===== config.mk =====
export PLATFORM = sky130hd
export DESIGN_NAME = mtimer_cmp
export DESIGN_NICKNAME = d
export VERILOG_FILES = /design/src/rtl/mtc_pkg.sv /design/src/rtl/mtc_decode.sv /design/src/rtl/mtc_wreg.sv /design/src/rtl/mtc_irq.sv /design/src/rtl/mtimer_cmp.sv
export SDC_FILE = /design/constraint.sdc
export NUM_CORES = 1
export LEC_CHECK = 0
export BUFFER_PORTS_ARGS = -buffer_cell sky130_fd_sc_hd__buf_2
export CAP_MARGIN = 0
export CORE_MARGIN = 2
export CORE_UTILIZATION = 45
export DETAILED_ROUTE_END_ITERATION = 8
export PLACE_DENSITY = 0.65
export SLEW_MARGIN = 20
export SYNTH_ARGS = -nofsm -noshare
export SYNTH_HDL_FRONTEND = slang
export SYNTH_HIERARCHICAL = 1
export SYNTH_SLANG_ARGS = --single-unit

===== constraint.sdc =====
create_clock -name clk -period 2.58 [get_ports clk]
set_input_delay 0.387 -clock clk [delete_from_list [all_inputs] [get_ports clk]]
set_output_delay 0.387 -clock clk [all_outputs]
set_load 0.1 [all_outputs]

===== src/rtl/mtc_pkg.sv =====
package mtc_pkg;

  typedef enum logic [1:0] {
    SEL_CMP_LO  = 2'd0,
    SEL_CMP_HI  = 2'd1,
    SEL_TIME_LO = 2'd2,
    SEL_TIME_HI = 2'd3
  } reg_sel_e;

  typedef struct packed {
    logic     hit;
    reg_sel_e sel;
  } dec_t;

  localparam int unsigned NUM_WORDS = 4;

endpackage


===== src/rtl/mtc_decode.sv =====
module mtc_decode
  import mtc_pkg::*;
#(
  parameter int unsigned ADDR_W = 4
) (
  input  logic                 bus_valid,
  input  logic                 bus_we,
  input  logic [ADDR_W-1:0]    bus_addr,
  output logic [NUM_WORDS-1:0] wr_strobe,
  output logic                 rd_req,
  output dec_t                 dec
);

  localparam int unsigned MAP_BYTES_LOG2 = 4;

  logic aligned;
  logic in_range;

  always_comb begin
    aligned  = (bus_addr[1:0] == 2'b00);
    in_range = ((bus_addr >> MAP_BYTES_LOG2) == '0);
    dec.hit  = aligned && in_range;
    dec.sel  = reg_sel_e'(bus_addr[3:2]);
    rd_req   = bus_valid && !bus_we;
  end

  for (genvar g = 0; g < NUM_WORDS; g++) begin : g_wstb
    assign wr_strobe[g] = bus_valid && bus_we && dec.hit && (dec.sel == reg_sel_e'(g));
  end

endmodule


===== src/rtl/mtc_wreg.sv =====
module mtc_wreg #(
  parameter int unsigned BUS_W   = 32,
  parameter int unsigned W       = 2 * BUS_W,
  parameter logic [W-1:0] RST_VAL = '0,
  parameter bit           COUNT   = 1'b0
) (
  input  logic             clk,
  input  logic             rst_n,
  input  logic             inc,
  input  logic             wr_lo,
  input  logic             wr_hi,
  input  logic [BUS_W-1:0] wdata,
  output logic [W-1:0]     q
);

  logic [W-1:0] stepped;
  logic [W-1:0] nxt;

  if (COUNT) begin : g_count
    assign stepped = inc ? (q + W'(1)) : q;
  end else begin : g_hold
    logic unused_inc;
    assign unused_inc = inc;
    assign stepped    = q;
  end

  always_comb begin
    if (wr_lo)      nxt = {q[W-1:BUS_W], wdata};
    else if (wr_hi) nxt = {wdata, q[BUS_W-1:0]};
    else            nxt = stepped;
  end

  always_ff @(posedge clk) begin
    if (!rst_n) q <= RST_VAL;
    else        q <= nxt;
  end

endmodule


===== src/rtl/mtc_irq.sv =====
module mtc_irq #(
  parameter int unsigned W = 64
) (
  input  logic         clk,
  input  logic         rst_n,
  input  logic [W-1:0] time_val,
  input  logic [W-1:0] cmp_val,
  output logic         irq
);

  logic reached;

  assign reached = (time_val >= cmp_val);

  always_ff @(posedge clk) begin
    if (!rst_n) irq <= 1'b0;
    else        irq <= reached;
  end

endmodule


===== src/rtl/mtimer_cmp.sv =====
module mtimer_cmp
  import mtc_pkg::*;
#(
  parameter int unsigned BUS_W  = 32,
  parameter int unsigned ADDR_W = 4
) (
  input  logic              clk,
  input  logic              rst_n,
  input  logic              tick_en,
  input  logic              bus_valid,
  input  logic              bus_we,
  input  logic [ADDR_W-1:0] bus_addr,
  input  logic [BUS_W-1:0]  bus_wdata,
  output logic [BUS_W-1:0]  bus_rdata,
  output logic              bus_rvalid,
  output logic              timer_irq
);

  localparam int unsigned CNT_W = 2 * BUS_W;
  localparam logic [CNT_W-1:0] CMP_RST = '1;
  localparam logic [CNT_W-1:0] TIME_RST = '0;

  logic [NUM_WORDS-1:0] wr_strobe;
  logic                 rd_req;
  dec_t                 dec;
  logic [CNT_W-1:0]     time_q;
  logic [CNT_W-1:0]     cmp_q;
  logic [BUS_W-1:0]     rd_mux;

  mtc_decode #(.ADDR_W(ADDR_W)) u_dec (
    .bus_valid (bus_valid),
    .bus_we    (bus_we),
    .bus_addr  (bus_addr),
    .wr_strobe (wr_strobe),
    .rd_req    (rd_req),
    .dec       (dec)
  );

  mtc_wreg #(.BUS_W(BUS_W), .W(CNT_W), .RST_VAL(TIME_RST), .COUNT(1'b1)) u_time (
    .clk   (clk),
    .rst_n (rst_n),
    .inc   (tick_en),
    .wr_lo (wr_strobe[SEL_TIME_LO]),
    .wr_hi (wr_strobe[SEL_TIME_HI]),
    .wdata (bus_wdata),
    .q     (time_q)
  );

  mtc_wreg #(.BUS_W(BUS_W), .W(CNT_W), .RST_VAL(CMP_RST), .COUNT(1'b0)) u_cmp (
    .clk   (clk),
    .rst_n (rst_n),
    .inc   (1'b0),
    .wr_lo (wr_strobe[SEL_CMP_LO]),
    .wr_hi (wr_strobe[SEL_CMP_HI]),
    .wdata (bus_wdata),
    .q     (cmp_q)
  );

  mtc_irq #(.W(CNT_W)) u_irq (
    .clk      (clk),
    .rst_n    (rst_n),
    .time_val (time_q),
    .cmp_val  (cmp_q),
    .irq      (timer_irq)
  );

  always_comb begin
    rd_mux = '0;
    if (dec.hit) begin
      unique case (dec.sel)
        SEL_CMP_LO:  rd_mux = cmp_q[BUS_W-1:0];
        SEL_CMP_HI:  rd_mux = cmp_q[CNT_W-1:BUS_W];
        SEL_TIME_LO: rd_mux = time_q[BUS_W-1:0];
        SEL_TIME_HI: rd_mux = time_q[CNT_W-1:BUS_W];
        default:     rd_mux = '0;
      endcase
    end
  end

  always_ff @(posedge clk) begin
    if (!rst_n) begin
      bus_rdata  <= '0;
      bus_rvalid <= 1'b0;
    end else begin
      bus_rvalid <= rd_req;
      if (rd_req) bus_rdata <= rd_mux;
    end
  end

endmodule


==> results of run 1 <==
## critical path: cells and delay by family (launching register included)
family	cells	cell delay, ns
AOI/OAI and AO/OA	4	1.12
DFF	1	0.45
and+or+nand+nor	2	0.35
adders and majority gates	1	0.28
buffers and inverters	1	0.07
## worst max path at each step
| stage | from | to | slack [ns] | depth (start not counted) |
|---|---|---|---|---|
| CTS | u_time/q[0] | u_irq/irq | 0.16 | 8 |
| finish | u_time/q[0] | u_irq/irq | 0.18 | 8 |
| detailed placement | bus_addr[0] | u_time/q[11] | 0.05 | 9 |
| global route | u_time/q[10] | u_time/q[54] | 0.03 | 8 |
| floorplan | u_time/q[0] | u_time/q[42] | 0.46 | 7 |
| global placement | bus_addr[0] | u_time/q[11] | 0.06 | 9 |
## stage by stage
step,util (%),hold slack (ns),total power [uW],instance area [sq um],instances
floorplan,-,0.463,3090,10400,1234
global placement,50.3,0.457,3290,11400,1599
detailed placement,50.3,0.464,3300,11400,1599
CTS,53.1,0.217,6090,12100,1631
global route,53.1,0.234,6250,12100,1631
finish,53.1,0.216,6060,12100,1631
## power by group through the flow
stage | Clock [uW] | Sequential, uW | Combinational [uW]
4_1_cts | 2840 | 2610 | 636
6_report | 2800 | 2610 | 641
5_1_grt | 2940 | 2620 | 690
2_1_floorplan | 0 | 2740 | 343
3_3_place_gp | 0 | 2670 | 625
3_5_place_dp | 0 | 2670 | 632
## metal layers
metal	up-vias	part of all wire, %	track usage [%]
met2	357	47	45.5
met5	-	0	0
li1	4667	-	-
met3	58	5.5	4.26
met1	4651	45	35.3
met4	0	2.6	9.48
## registers in the layout (all words and copies together), names as in the netlist
| register | count |
|---|---|
| bus_rdata | 32 |
| u_cmp/q | 64 |
| u_time/q | 64 |
| u_irq/irq | 1 |
| bus_rvalid | 1 |
## layout by cell type (no fill, tap or decap), types with 10 or more instances in the layout
| cell type | instances |
|---|---|
| sky130_fd_sc_hd__dfxtp_1 | 162 |
| sky130_fd_sc_hd__nand2_1 | 124 |
| sky130_fd_sc_hd__inv_1 | 106 |
| sky130_fd_sc_hd__mux2i_1 | 105 |
| sky130_fd_sc_hd__buf_4 | 79 |
| sky130_fd_sc_hd__buf_2 | 72 |
| sky130_fd_sc_hd__a21oi_1 | 66 |
| sky130_fd_sc_hd__ha_1 | 65 |
| sky130_fd_sc_hd__nor2_1 | 55 |
| sky130_fd_sc_hd__nand3_1 | 46 |
| sky130_fd_sc_hd__o21ai_0 | 43 |
| sky130_fd_sc_hd__a2bb2oi_1 | 33 |
| sky130_fd_sc_hd__nand3b_1 | 33 |
| sky130_fd_sc_hd__o21ai_1 | 32 |
| sky130_fd_sc_hd__nand4_1 | 30 |
| sky130_fd_sc_hd__o211ai_2 | 30 |
| sky130_fd_sc_hd__and3_1 | 22 |
| sky130_fd_sc_hd__nor3_1 | 19 |
| sky130_fd_sc_hd__clkbuf_16 | 17 |
| sky130_fd_sc_hd__a31oi_1 | 16 |
| sky130_fd_sc_hd__and4_1 | 15 |
| sky130_fd_sc_hd__xor2_1 | 14 |
| sky130_fd_sc_hd__xnor2_1 | 13 |
| sky130_fd_sc_hd__a211oi_1 | 11 |
| sky130_fd_sc_hd__o211ai_1 | 10 |
## final cells by class
cell class,instances,area share [%]
multi-input cells,886,52.6
flip-flops and latches,162,26.9
repair buffers,157,8.90
clock buffers,20,3.78
inverters,109,3.39
well taps,285,2.95
clock inverters,12,1.49
==> tab_implementation.tex, run 1 <==
\begin{tabular}{lr}
\hline
Metric & Value \\
\hline
\multicolumn{2}{l}{\textbf{Clock tree}} \\
\quad CTS Hold Buffers Added & 0 \\
\quad Clk\_lat worst skew & between 0.4 and 0.5 ns \\
\quad Clock transition at the registers of the reported paths & roughly 0.07 ns \\
\quad Worst-case clock buffer depth & 2 \\
\quad Depth of the CTS H-tree & 4 \\
\quad Post-CTS setup buffer count & 0 \\
\quad Cell chosen for the clock root & sky130\_fd\_sc\_hd\_\_clkbuf\_16 \\
\quad Num Clock Sinks & 162 \\
\quad Number of buffers created by CTS & 17 \\
\quad TritonCTS clock tree & done \\
\quad Resized cells post-CTS & 0 \\
\multicolumn{2}{l}{\textbf{Worst hold path}} \\
\quad Worst Hold Endpoint & u\_cmp/q[20] \\
\quad Hold Crit Class & input port to flop \\
\quad Hold Crit Depth & 3 \\
\quad Startpoint of the tightest hold check path & bus\_wdata[20] \\
\multicolumn{2}{l}{\textbf{GRT}} \\
\quad Overall Global Routing Usage & about 27\% \\
\quad Number of antenna violations at the first check in global routing & 0 \\
\quad Largest net degree at the start of global routing & 65 \\
\quad Residual overflow from global routing & 0 \\
\quad Vias in the first global route & roughly 9.4k \\
\quad Wire length of the first global-routing pass & roughly 52,000 um \\
\multicolumn{2}{l}{\textbf{Job}} \\
\quad Number of max-cap violations & 0 \\
\multicolumn{2}{l}{\textbf{Synthesis}} \\
\quad Netlist area before placement & 10,400 sq um \\
\quad Cell count after synthesis & about 1.2k \\
\quad Synth Area per Inst & between 8 and 9 sq um \\
\quad Warnings, synthesis & 6 \\
\quad Post-synthesis net count & about 1.3k \\
\multicolumn{2}{l}{\textbf{Placement}} \\
\quad HPWL after detailed placement & between 20,000 and 25,000 um \\
\quad Buffers on Ports & 74 \\
\quad Pre-CTS setup slack & 0.0534 ns \\
\quad Global placer's final weighted congestion & between 0.9 and 1 \\
\multicolumn{2}{l}{\textbf{Floorplanning}} \\
\quad Die area & $\sim$24,000 sq um \\
\quad Vertical die dimension & $\sim$160 um \\
\quad Core area & around 23,000 sq um \\
\quad Horizontal extent of the die & around 160 um \\
\quad Effective utilization at floorplan & between 40\% and 50\% \\
\quad Number of top-level pins & 75 \\
\quad Row cnt & between 50 and 60 \\
\multicolumn{2}{l}{\textbf{Critical path}} \\
\quad Startpoint types & flop \\
\quad Data arrival time of the critical path & 2.72 ns \\
\quad Critical path required time & a little under 3 ns \\
\quad Largest driver fanout on the critical path & 6 \\
\quad Type of the worst setup path & flop to flop \\
\quad Capturing point of the worst reg2reg path & u\_irq/irq \\
\quad Beginning of the worst register-to-register path & u\_time/q[0] \\
\quad Kind of end point of the critical path & flop \\
\quad Largest stage delay on the critical path & 0.61 ns \\
\quad Slowest cell on the critical path & sky130\_fd\_sc\_hd\_\_a2111oi\_0 \\
\quad Critical-path cell list & inv\_1, ha\_1, nand2b\_1, a2111oi\_0, or4\_1, o2111ai\_1, a31oi\_1, o31ai\_1 \\
\quad Path depth of the worst reg2reg path & 8 \\
\quad Reg-to-reg setup timing slack & roughly 0.18 ns \\
\multicolumn{2}{l}{\textbf{STA}} \\
\quad Total of endpoints with negative setup slack in the final report & 0 \\
\quad Worst-Margin Slew & roughly 0.98 ns \\
\quad Final-layout setup total negative slack & 0 ns \\
\quad Worst clock skew on the final layout & 0.00890 ns \\
\quad Number of endpoints with negative hold slack in the final report & 0 \\
\quad Worst relative slew slack & 34.3\% \\
\quad Final max-slew violation count & 0 \\
\quad Highest Clock Rate & between 0.4 and 0.5 GHz \\
\quad Least setup slack across all paths after layout & roughly 0.18 ns \\
\quad Unrepaired setup endpoints after global routing & no \\
\quad Min cycle time layout & 2.40 ns \\
\quad Period utilisation layout & between 90\% and 100\% \\
\multicolumn{2}{l}{\textbf{Finish}} \\
\quad Antenna diode count & 0 \\
\quad Multi-input gate area & $\sim$6300 sq um \\
\quad Share of final-layout standard cells stronger than drive strength 1 & 18.2\% \\
\quad Area added between synthesis and finish & 15.6\% \\
\quad Post-layout net count & $\sim$1.4k \\
\quad Number of fill cells in the layout & roughly 2.2k \\
\quad Sequential cell area & around 3200 sq um \\
\multicolumn{2}{l}{\textbf{Detailed routing}} \\
\quad Final Routed Wirelength & 32,800 um \\
\quad DRT iter0 DRCs & 847 \\
\quad Vias & 9,733 \\
\quad Number of vias per cell & approximately 6 \\
\quad Count of TritonRoute iterations in the first routing pass & 5 \\
\quad Routed wirelength normalized by instance count & just over 20 um \\
\quad Remaining design rule violation count & 0 \\
\quad Post-route ant nets & 0 \\
\multicolumn{2}{l}{\textbf{Power}} \\
\quad Largest vdd supply drop & between 300 and 400 uV \\
\quad Static Leak & 0.00576 uW \\
\quad Relative contribution of the clock network to total power & approximately 46\% \\
\quad Share of total power in sequential cells & between 40 and 50\% \\
\quad Ratio of total power to cell area & between 500 and 600 nW/um\^{}2 \\
\quad Net Switching & around 1600 uW \\
\quad Switching Share & roughly a quarter \\
\quad Power share of the combinational group & about a tenth \\
\quad Internal power component & $\sim$4500 uW \\
\multicolumn{2}{l}{\textbf{Outcome}} \\
\quad Run status & finished clean \\
\hline
\end{tabular}
(Power assumes the default switching activity.)
==> inputs of run 2 (changes only) <==
--- a/config.mk
+++ b/config.mk
@@ -8,9 +8,9 @@
 export BUFFER_PORTS_ARGS = -buffer_cell sky130_fd_sc_hd__buf_2
 export CAP_MARGIN = 0
 export CORE_MARGIN = 2
-export CORE_UTILIZATION = 45
+export CORE_UTILIZATION = 54
 export DETAILED_ROUTE_END_ITERATION = 8
-export PLACE_DENSITY = 0.65
+export PLACE_DENSITY = 0.76
 export SLEW_MARGIN = 20
 export SYNTH_ARGS = -nofsm -noshare
 export SYNTH_HDL_FRONTEND = slang
==> tab_implementation.tex, run 2 (synthesis results as in run 1) <==
\begin{tabular}{lr}
\hline
Metric & Value \\
\hline
\multicolumn{2}{l}{\textbf{Clock tree}} \\
\quad Clk\_lat worst skew & 0.44 ns (about the same) \\
\quad TritonCTS clock tree & done \\
\quad CTS Hold Buffers Added & 0 (unchanged) \\
\quad Cell chosen for the clock root & sky130\_fd\_sc\_hd\_\_clkbuf\_16 \\
\quad Num Clock Sinks & 162 (unchanged) \\
\quad Clock transition at the registers of the reported paths & 0.07 ns (about the same) \\
\quad Worst-case clock buffer depth & 2 (unchanged) \\
\quad Depth of the CTS H-tree & 4 (unchanged) \\
\quad Number of buffers created by CTS & 17 (unchanged) \\
\quad Post-CTS setup buffer count & 0 (unchanged) \\
\multicolumn{2}{l}{\textbf{Floorplanning}} \\
\quad Vertical die dimension & 143 um (-8.5\%) \\
\quad Effective utilization at floorplan & 55.5\% (+9.5 points) \\
\quad Die area & 20,500 sq um (-16\%) \\
\quad Row cnt & 50 (-9.1\%) \\
\quad Horizontal extent of the die & 143 um (-8.5\%) \\
\quad Number of top-level pins & 75 (unchanged) \\
\quad Core area & 18,800 sq um (-17\%) \\
\multicolumn{2}{l}{\textbf{Finish}} \\
\quad Area added between synthesis and finish & 14.9\% \\
\quad Top Registers & u\_cmp/q x64, u\_time/q x64, bus\_rdata x32 \\
\quad Commonest non-fill, non-tap cells in the layout & sky130\_fd\_sc\_hd\_\_dfxtp\_1 (162), sky130\_fd\_sc\_hd\_\_nand2\_1 (124), sky130\_fd\_sc\_hd\_\_inv\_1 (106) \\
\quad Most frequent standard cell in the layout excluding fill and tap cells & sky130\_fd\_sc\_hd\_\_dfxtp\_1 \\
\quad Post-layout net count & 1,437 (-0.14\%) \\
\quad Share of final-layout standard cells stronger than drive strength 1 & 18.2\% (-0.047 points) \\
\quad Fin area & 12,000 sq um (-0.56\%) \\
\multicolumn{2}{l}{\textbf{STA}} \\
\quad Total of endpoints with negative setup slack in the final report & 0 (unchanged) \\
\quad Final-layout setup total negative slack & 0 ns (unchanged) \\
\quad Period utilisation layout & 95.8\% (+2.8 points) \\
\quad Min cycle time layout & 2.47 ns (+0.0722 ns) \\
\quad Worst relative slew slack & 50.3\% (+16 points) \\
\quad Least setup slack across all paths after layout & 0.109 ns (-0.0723 ns) \\
\quad Final max-slew violation count & 0 (unchanged) \\
\quad Worst clock skew on the final layout & 0.00987 ns (+0.000964 ns) \\
\quad Number of endpoints with negative hold slack in the final report & 0 (unchanged) \\
\quad Highest Clock Rate & 0.405 GHz (-2.9\%) \\
\quad Worst-Margin Slew & 0.745 ns (-0.239 ns) \\
\quad Unrepaired setup endpoints after global routing & no \\
\multicolumn{2}{l}{\textbf{Critical path}} \\
\quad Largest stage delay on the critical path & 0.50 ns (-0.11 ns) \\
\quad Beginning of the worst register-to-register path & u\_time/q[1] \\
\quad Critical path required time & 2.91 ns (about the same) \\
\quad Startpoint types & flop \\
\quad Type of the worst setup path & flop to flop \\
\quad Kind of end point of the critical path & flop \\
\quad Slowest cell on the critical path & sky130\_fd\_sc\_hd\_\_nor4\_1 \\
\quad CP startpoint & u\_time/q[1] \\
\quad Largest driver fanout on the critical path & 7 (+1) \\
\quad Critical-path cell list & ha\_1, and4\_1, and2\_1, nand4\_1, nor4\_1, mux2i\_1, a31oi\_1 \\
\quad Data arrival time of the critical path & 2.80 ns (+0.08 ns) \\
\multicolumn{2}{l}{\textbf{GRT}} \\
\quad Residual overflow from global routing & 0 (unchanged) \\
\quad Overall Global Routing Usage & 31.5\% (+4.4 points) \\
\quad Vias in the first global route & 9,583 (+1.6\%) \\
\quad Number of antenna violations at the first check in global routing & 1 (+1) \\
\quad Largest net degree at the start of global routing & 72 (+11\%) \\
\quad Wire length of the first global-routing pass & 50,500 um (-2.8\%) \\
\multicolumn{2}{l}{\textbf{Detailed routing}} \\
\quad Routed wirelength normalized by instance count & 19.9 um (-1.3\%) \\
\quad Post-route ant nets & 0 (unchanged) \\
\quad Vias & 10.0k (+3.0\%) \\
\quad Number of vias per cell & 6.24 (+4.6\%) \\
\quad Count of TritonRoute iterations in the first routing pass & 7 (+2) \\
\quad Final Routed Wirelength & 31,900 um (-2.9\%) \\
\quad Remaining design rule violation count & 0 (unchanged) \\
\quad DRT iter0 DRCs & 1,014 (+20\%) \\
\multicolumn{2}{l}{\textbf{Placement}} \\
\quad Area post-placement & 11,400 sq um (-0.41\%) \\
\quad Pre-CTS setup slack & -0.128 ns (-0.181 ns) \\
\quad Global placer's final weighted congestion & 1.02 (+3.3\%) \\
\quad HPWL after detailed placement & 22,500 um (-3.9\%) \\
\quad Buffers on Ports & 74 (unchanged) \\
\multicolumn{2}{l}{\textbf{Power}} \\
\quad Static Leak & 0.00573 uW (-0.56\%) \\
\quad Largest vdd supply drop & 452 uV (+36\%) \\
\quad Power Total & 5850 uW (-3.4\%) \\
\quad Ratio of total power to cell area & 487 nW/um\^{}2 (-2.8\%) \\
\multicolumn{2}{l}{\textbf{Worst hold path}} \\
\quad Startpoint of the tightest hold check path & rst\_n \\
\quad Hold Crit Class & input port to flop \\
\multicolumn{2}{l}{\textbf{Outcome}} \\
\quad Run status & finished clean \\
\multicolumn{2}{l}{\textbf{Job}} \\
\quad Number of max-cap violations & 0 (unchanged) \\
\hline
\end{tabular}
[run 2: where the power goes]
group	internal [uW]	total [uW]	leakage (uW)	switching [uW]
Combinational	224	637	0.00413	414
Clock	1470	2600	0.000282	1130
Sequential	2550	2620	0.00131	62.7
Total	4240	5850	0.00573	1610
[run 2: layout make-up]
cell class                      instances  area (sq um)
Tap cell                              260           325
Clock inverter                         13           151
Timing Repair Buffer                  155          1060
Multi-Input combinational cell        886          6370
Fill cell                            1597          6830
Antenna cell                            1          2.50
Sequential cell                       162          3240
Clock buffer                           19           443
Inverter                              109           409
[run 2: metal layers]
layer  up-vias  global-route usage (%)  routed length, um
met5         -                       0                  0
met4         0                    15.0               1460
met3       119                    5.90               2600
met2       507                    50.2              14600
met1      4745                    41.2              13300
li1       4651                       -                  -
[run 2: path summary, 6_finish.rpt]
check / endpoint / slack, ns / cells after the start
setup / recovery: u_time/q[62] / 0.11 / 7
hold / removal: u_cmp/q[41] / 0.21 / 2
setup reg to reg: u_time/q[62] / 0.11 / 7
hold reg to reg: bus_rdata[31] / 0.48 / 2
[run 2: through the flow]
step	hold slack [ns]	std cells	utilization, %
6_report	0.211	1605	63.7
3_3_place_gp	0.454	1572	60.5
4_1_cts	0.205	1604	63.6
2_1_floorplan	0.463	1234	-
3_5_place_dp	0.462	1572	60.5
5_1_grt	0.207	1604	63.7
[run 2: repair_timing]
action / 4_1_cts / 5_1_grt
endpoints found under the setup margin: 1 / 1
pin swaps: 0 / 1
gates resized for setup: 2 / 1
[run 2: critical path, delay by kind of cell (launching register included)]
family / cells / cell delay (ns)
flops: 1 / 0.48
simple gates: 4 / 1.25
compound gates: 1 / 0.10
fa+ha+maj: 1 / 0.25
mux: 1 / 0.27
==> inputs of run 3 (changes only) <==
--- a/config.mk
+++ b/config.mk
@@ -7,10 +7,10 @@
 export LEC_CHECK = 0
 export BUFFER_PORTS_ARGS = -buffer_cell sky130_fd_sc_hd__buf_2
 export CAP_MARGIN = 0
-export CORE_MARGIN = 2
 export CORE_UTILIZATION = 54
 export DETAILED_ROUTE_END_ITERATION = 8
 export PLACE_DENSITY = 0.76
+export SKIP_LAST_GASP = 1
 export SLEW_MARGIN = 20
 export SYNTH_ARGS = -nofsm -noshare
 export SYNTH_HDL_FRONTEND = slang
==> tab_implementation.tex, run 3 (synthesis results as in run 1) <==
\begin{tabular}{lr}
\hline
Metric & Value \\
\hline
\multicolumn{2}{l}{\textbf{GRT}} \\
\quad Vias in the first global route & 9,293 (-3.0\%) \\
\quad Wire length of the first global-routing pass & 49,600 um (-1.7\%) \\
\quad Number of antenna violations at the first check in global routing & 0 (-1) \\
\quad Overall Global Routing Usage & 32.1\% (+0.58 points) \\
\quad Residual overflow from global routing & 0 (unchanged) \\
\quad Largest net degree at the start of global routing & 42 (-42\%) \\
\multicolumn{2}{l}{\textbf{Power}} \\
\quad Static Leak & 0.00576 uW (+0.54\%) \\
\quad Power Total & 5910 uW (+0.98\%) \\
\quad Largest vdd supply drop & 456 uV (+0.98\%) \\
\quad Ratio of total power to cell area & 492 nW/um\^{}2 (+0.87\%) \\
\multicolumn{2}{l}{\textbf{STA}} \\
\quad Number of endpoints with negative hold slack in the final report & 0 (unchanged) \\
\quad Period utilisation layout & 96.9\% (+1.2 points) \\
\quad Worst clock skew on the final layout & 0.0121 ns (+0.00227 ns) \\
\quad Unrepaired setup endpoints after global routing & no \\
\quad Worst-Margin Slew & 0.836 ns (+0.0905 ns) \\
\quad Final max-slew violation count & 0 (unchanged) \\
\quad Worst relative slew slack & 43.8\% (-6.5 points) \\
\quad Total of endpoints with negative setup slack in the final report & 0 (unchanged) \\
\quad Least setup slack across all paths after layout & 0.0789 ns (-0.0298 ns) \\
\quad Highest Clock Rate & 0.400 GHz (-1.2\%) \\
\quad Min cycle time layout & 2.50 ns (+0.0298 ns) \\
\quad Final-layout setup total negative slack & 0 ns (unchanged) \\
\multicolumn{2}{l}{\textbf{Detailed routing}} \\
\quad Remaining design rule violation count & 0 (unchanged) \\
\quad Vias & 9,925 (-0.97\%) \\
\quad Number of vias per cell & 6.16 (-1.4\%) \\
\quad Count of TritonRoute iterations in the first routing pass & 6 (-1) \\
\quad Post-route ant nets & 0 (unchanged) \\
\quad Routed wirelength normalized by instance count & 19.7 um (-0.63\%) \\
\quad DRT iter0 DRCs & 1,056 (+4.1\%) \\
\quad Final Routed Wirelength & 31,800 um (-0.20\%) \\
\multicolumn{2}{l}{\textbf{Floorplanning}} \\
\quad Row cnt & 50 (unchanged) \\
\quad Horizontal extent of the die & 141 um (-1.4\%) \\
\quad Core area & 18,800 sq um (unchanged) \\
\quad Die area & 19,900 sq um (-2.8\%) \\
\quad Number of top-level pins & 75 (unchanged) \\
\quad Vertical die dimension & 141 um (-1.4\%) \\
\quad Effective utilization at floorplan & 55.5\% (unchanged) \\
\multicolumn{2}{l}{\textbf{Finish}} \\
\quad Most frequent standard cell in the layout excluding fill and tap cells & sky130\_fd\_sc\_hd\_\_dfxtp\_1 \\
\quad Antenna diode count & 0 (-1) \\
\quad Share of final-layout standard cells stronger than drive strength 1 & 18.5\% (+0.34 points) \\
\quad Post-layout net count & 1,445 (+0.56\%) \\
\quad Top Registers & u\_cmp/q x64, u\_time/q x64, bus\_rdata x32 \\
\quad Commonest non-fill, non-tap cells in the layout & sky130\_fd\_sc\_hd\_\_dfxtp\_1 (162), sky130\_fd\_sc\_hd\_\_nand2\_1 (124), sky130\_fd\_sc\_hd\_\_inv\_1 (106) \\
\quad Area added between synthesis and finish & 15.0\% \\
\quad Number of non-filler instances in the completed layout & 1,612 (+0.44\%) \\
\multicolumn{2}{l}{\textbf{Worst hold path}} \\
\quad Hold Crit Class & input port to flop \\
\quad Hold Crit Depth & 3 (+1) \\
\multicolumn{2}{l}{\textbf{Placement}} \\
\quad HPWL after detailed placement & 22,800 um (+1.3\%) \\
\quad Buffers on Ports & 74 (unchanged) \\
\quad Pre-CTS setup slack & 0.0155 ns (+0.143 ns) \\
\quad Global placer's final weighted congestion & 1.04 (+2.8\%) \\
\quad Placed Instances & 1,580 (+0.51\%) \\
\multicolumn{2}{l}{\textbf{Critical path}} \\
\quad Largest driver fanout on the critical path & 6 (-1) \\
\quad Data arrival time of the critical path & 2.82 ns (+0.02 ns) \\
\quad Path depth of the worst reg2reg path & 8 (+1) \\
\quad Type of the worst setup path & flop to flop \\
\quad Critical path required time & 2.90 ns (about the same) \\
\quad Startpoint types & flop \\
\quad Kind of end point of the critical path & flop \\
\multicolumn{2}{l}{\textbf{Clock tree}} \\
\quad Cell chosen for the clock root & sky130\_fd\_sc\_hd\_\_clkbuf\_16 \\
\quad Num Clock Sinks & 162 (unchanged) \\
\quad Worst-case clock buffer depth & 2 (unchanged) \\
\quad CTS Hold Buffers Added & 0 (unchanged) \\
\quad Number of buffers created by CTS & 17 (unchanged) \\
\quad Clock transition at the registers of the reported paths & 0.07 ns (about the same) \\
\quad Depth of the CTS H-tree & 4 (unchanged) \\
\quad TritonCTS clock tree & done \\
\quad Clk\_lat worst skew & 0.44 ns (about the same) \\
\multicolumn{2}{l}{\textbf{Outcome}} \\
\quad Run status & finished clean \\
\multicolumn{2}{l}{\textbf{Job}} \\
\quad Number of max-cap violations & 0 (unchanged) \\
\hline
\end{tabular}
run 3: worst paths after layout:
check                     start       endpoint  slack, ns
setup / recovery    u_time/q[0]      u_irq/irq       0.08
hold / removal    bus_wdata[19]    u_cmp/q[19]       0.23
setup reg to reg    u_time/q[0]      u_irq/irq       0.08
hold reg to reg   bus_rdata[21]  bus_rdata[21]       0.47
run 3: repair_timing:
item | 4_1_cts | 5_1_grt
endpoints found under the hold margin | 0 | 0
buffers inserted | 0 | 0
setup endpoints to repair | 0 | 1
resized for setup | 0 | 1
run 3: area by class of cell:
cell class	count	area, sq um
timing repair buffer	163	1080
fill	1618	6820
multi-input combinational	886	6350
clock buffer	20	447
inverter	109	409
tap	260	325
clock inverter	12	159
sequential	162	3240
run 3: critical path, cell delays in order, from the launching register on:
cell                        delay (ns)
sky130_fd_sc_hd__dfxtp_1          0.44
sky130_fd_sc_hd__inv_1            0.07
sky130_fd_sc_hd__ha_1             0.28
sky130_fd_sc_hd__nand2b_1         0.14
sky130_fd_sc_hd__a2111oi_1        0.66
sky130_fd_sc_hd__or4_1            0.21
sky130_fd_sc_hd__o2111ai_1        0.20
sky130_fd_sc_hd__a31oi_1          0.26
sky130_fd_sc_hd__o31ai_1          0.11
run 3: stage by stage:
| stage | hold WS (ns) | area [sq um] | util [%] |
|---|---|---|---|
| floorplan | 0.463 | 10400 | - |
| global route | 0.234 | 12000 | 63.8 |
| CTS | 0.217 | 12000 | 63.8 |
| detailed placement | 0.462 | 11400 | 60.6 |
| finish | 0.226 | 12000 | 63.8 |
| global placement | 0.453 | 11400 | 60.6 |
run 3: layer usage:
metal	vias up	global-route usage, %	wire (um)
met2	423	52.0	14800
li1	4667	-	-
met5	-	0	0
met4	0	14.5	1200
met3	85	4.86	2040
met1	4750	42.2	13800
run 3: power breakdown:
group | switching (uW) | total [uW] | internal [uW] | leakage (uW)
logic | 417 | 642 | 224 | 0.00416
clock network | 1100 | 2650 | 1550 | 0.000290
registers | 60.0 | 2610 | 2550 | 0.00131
total | 1580 | 5910 | 4330 | 0.00576
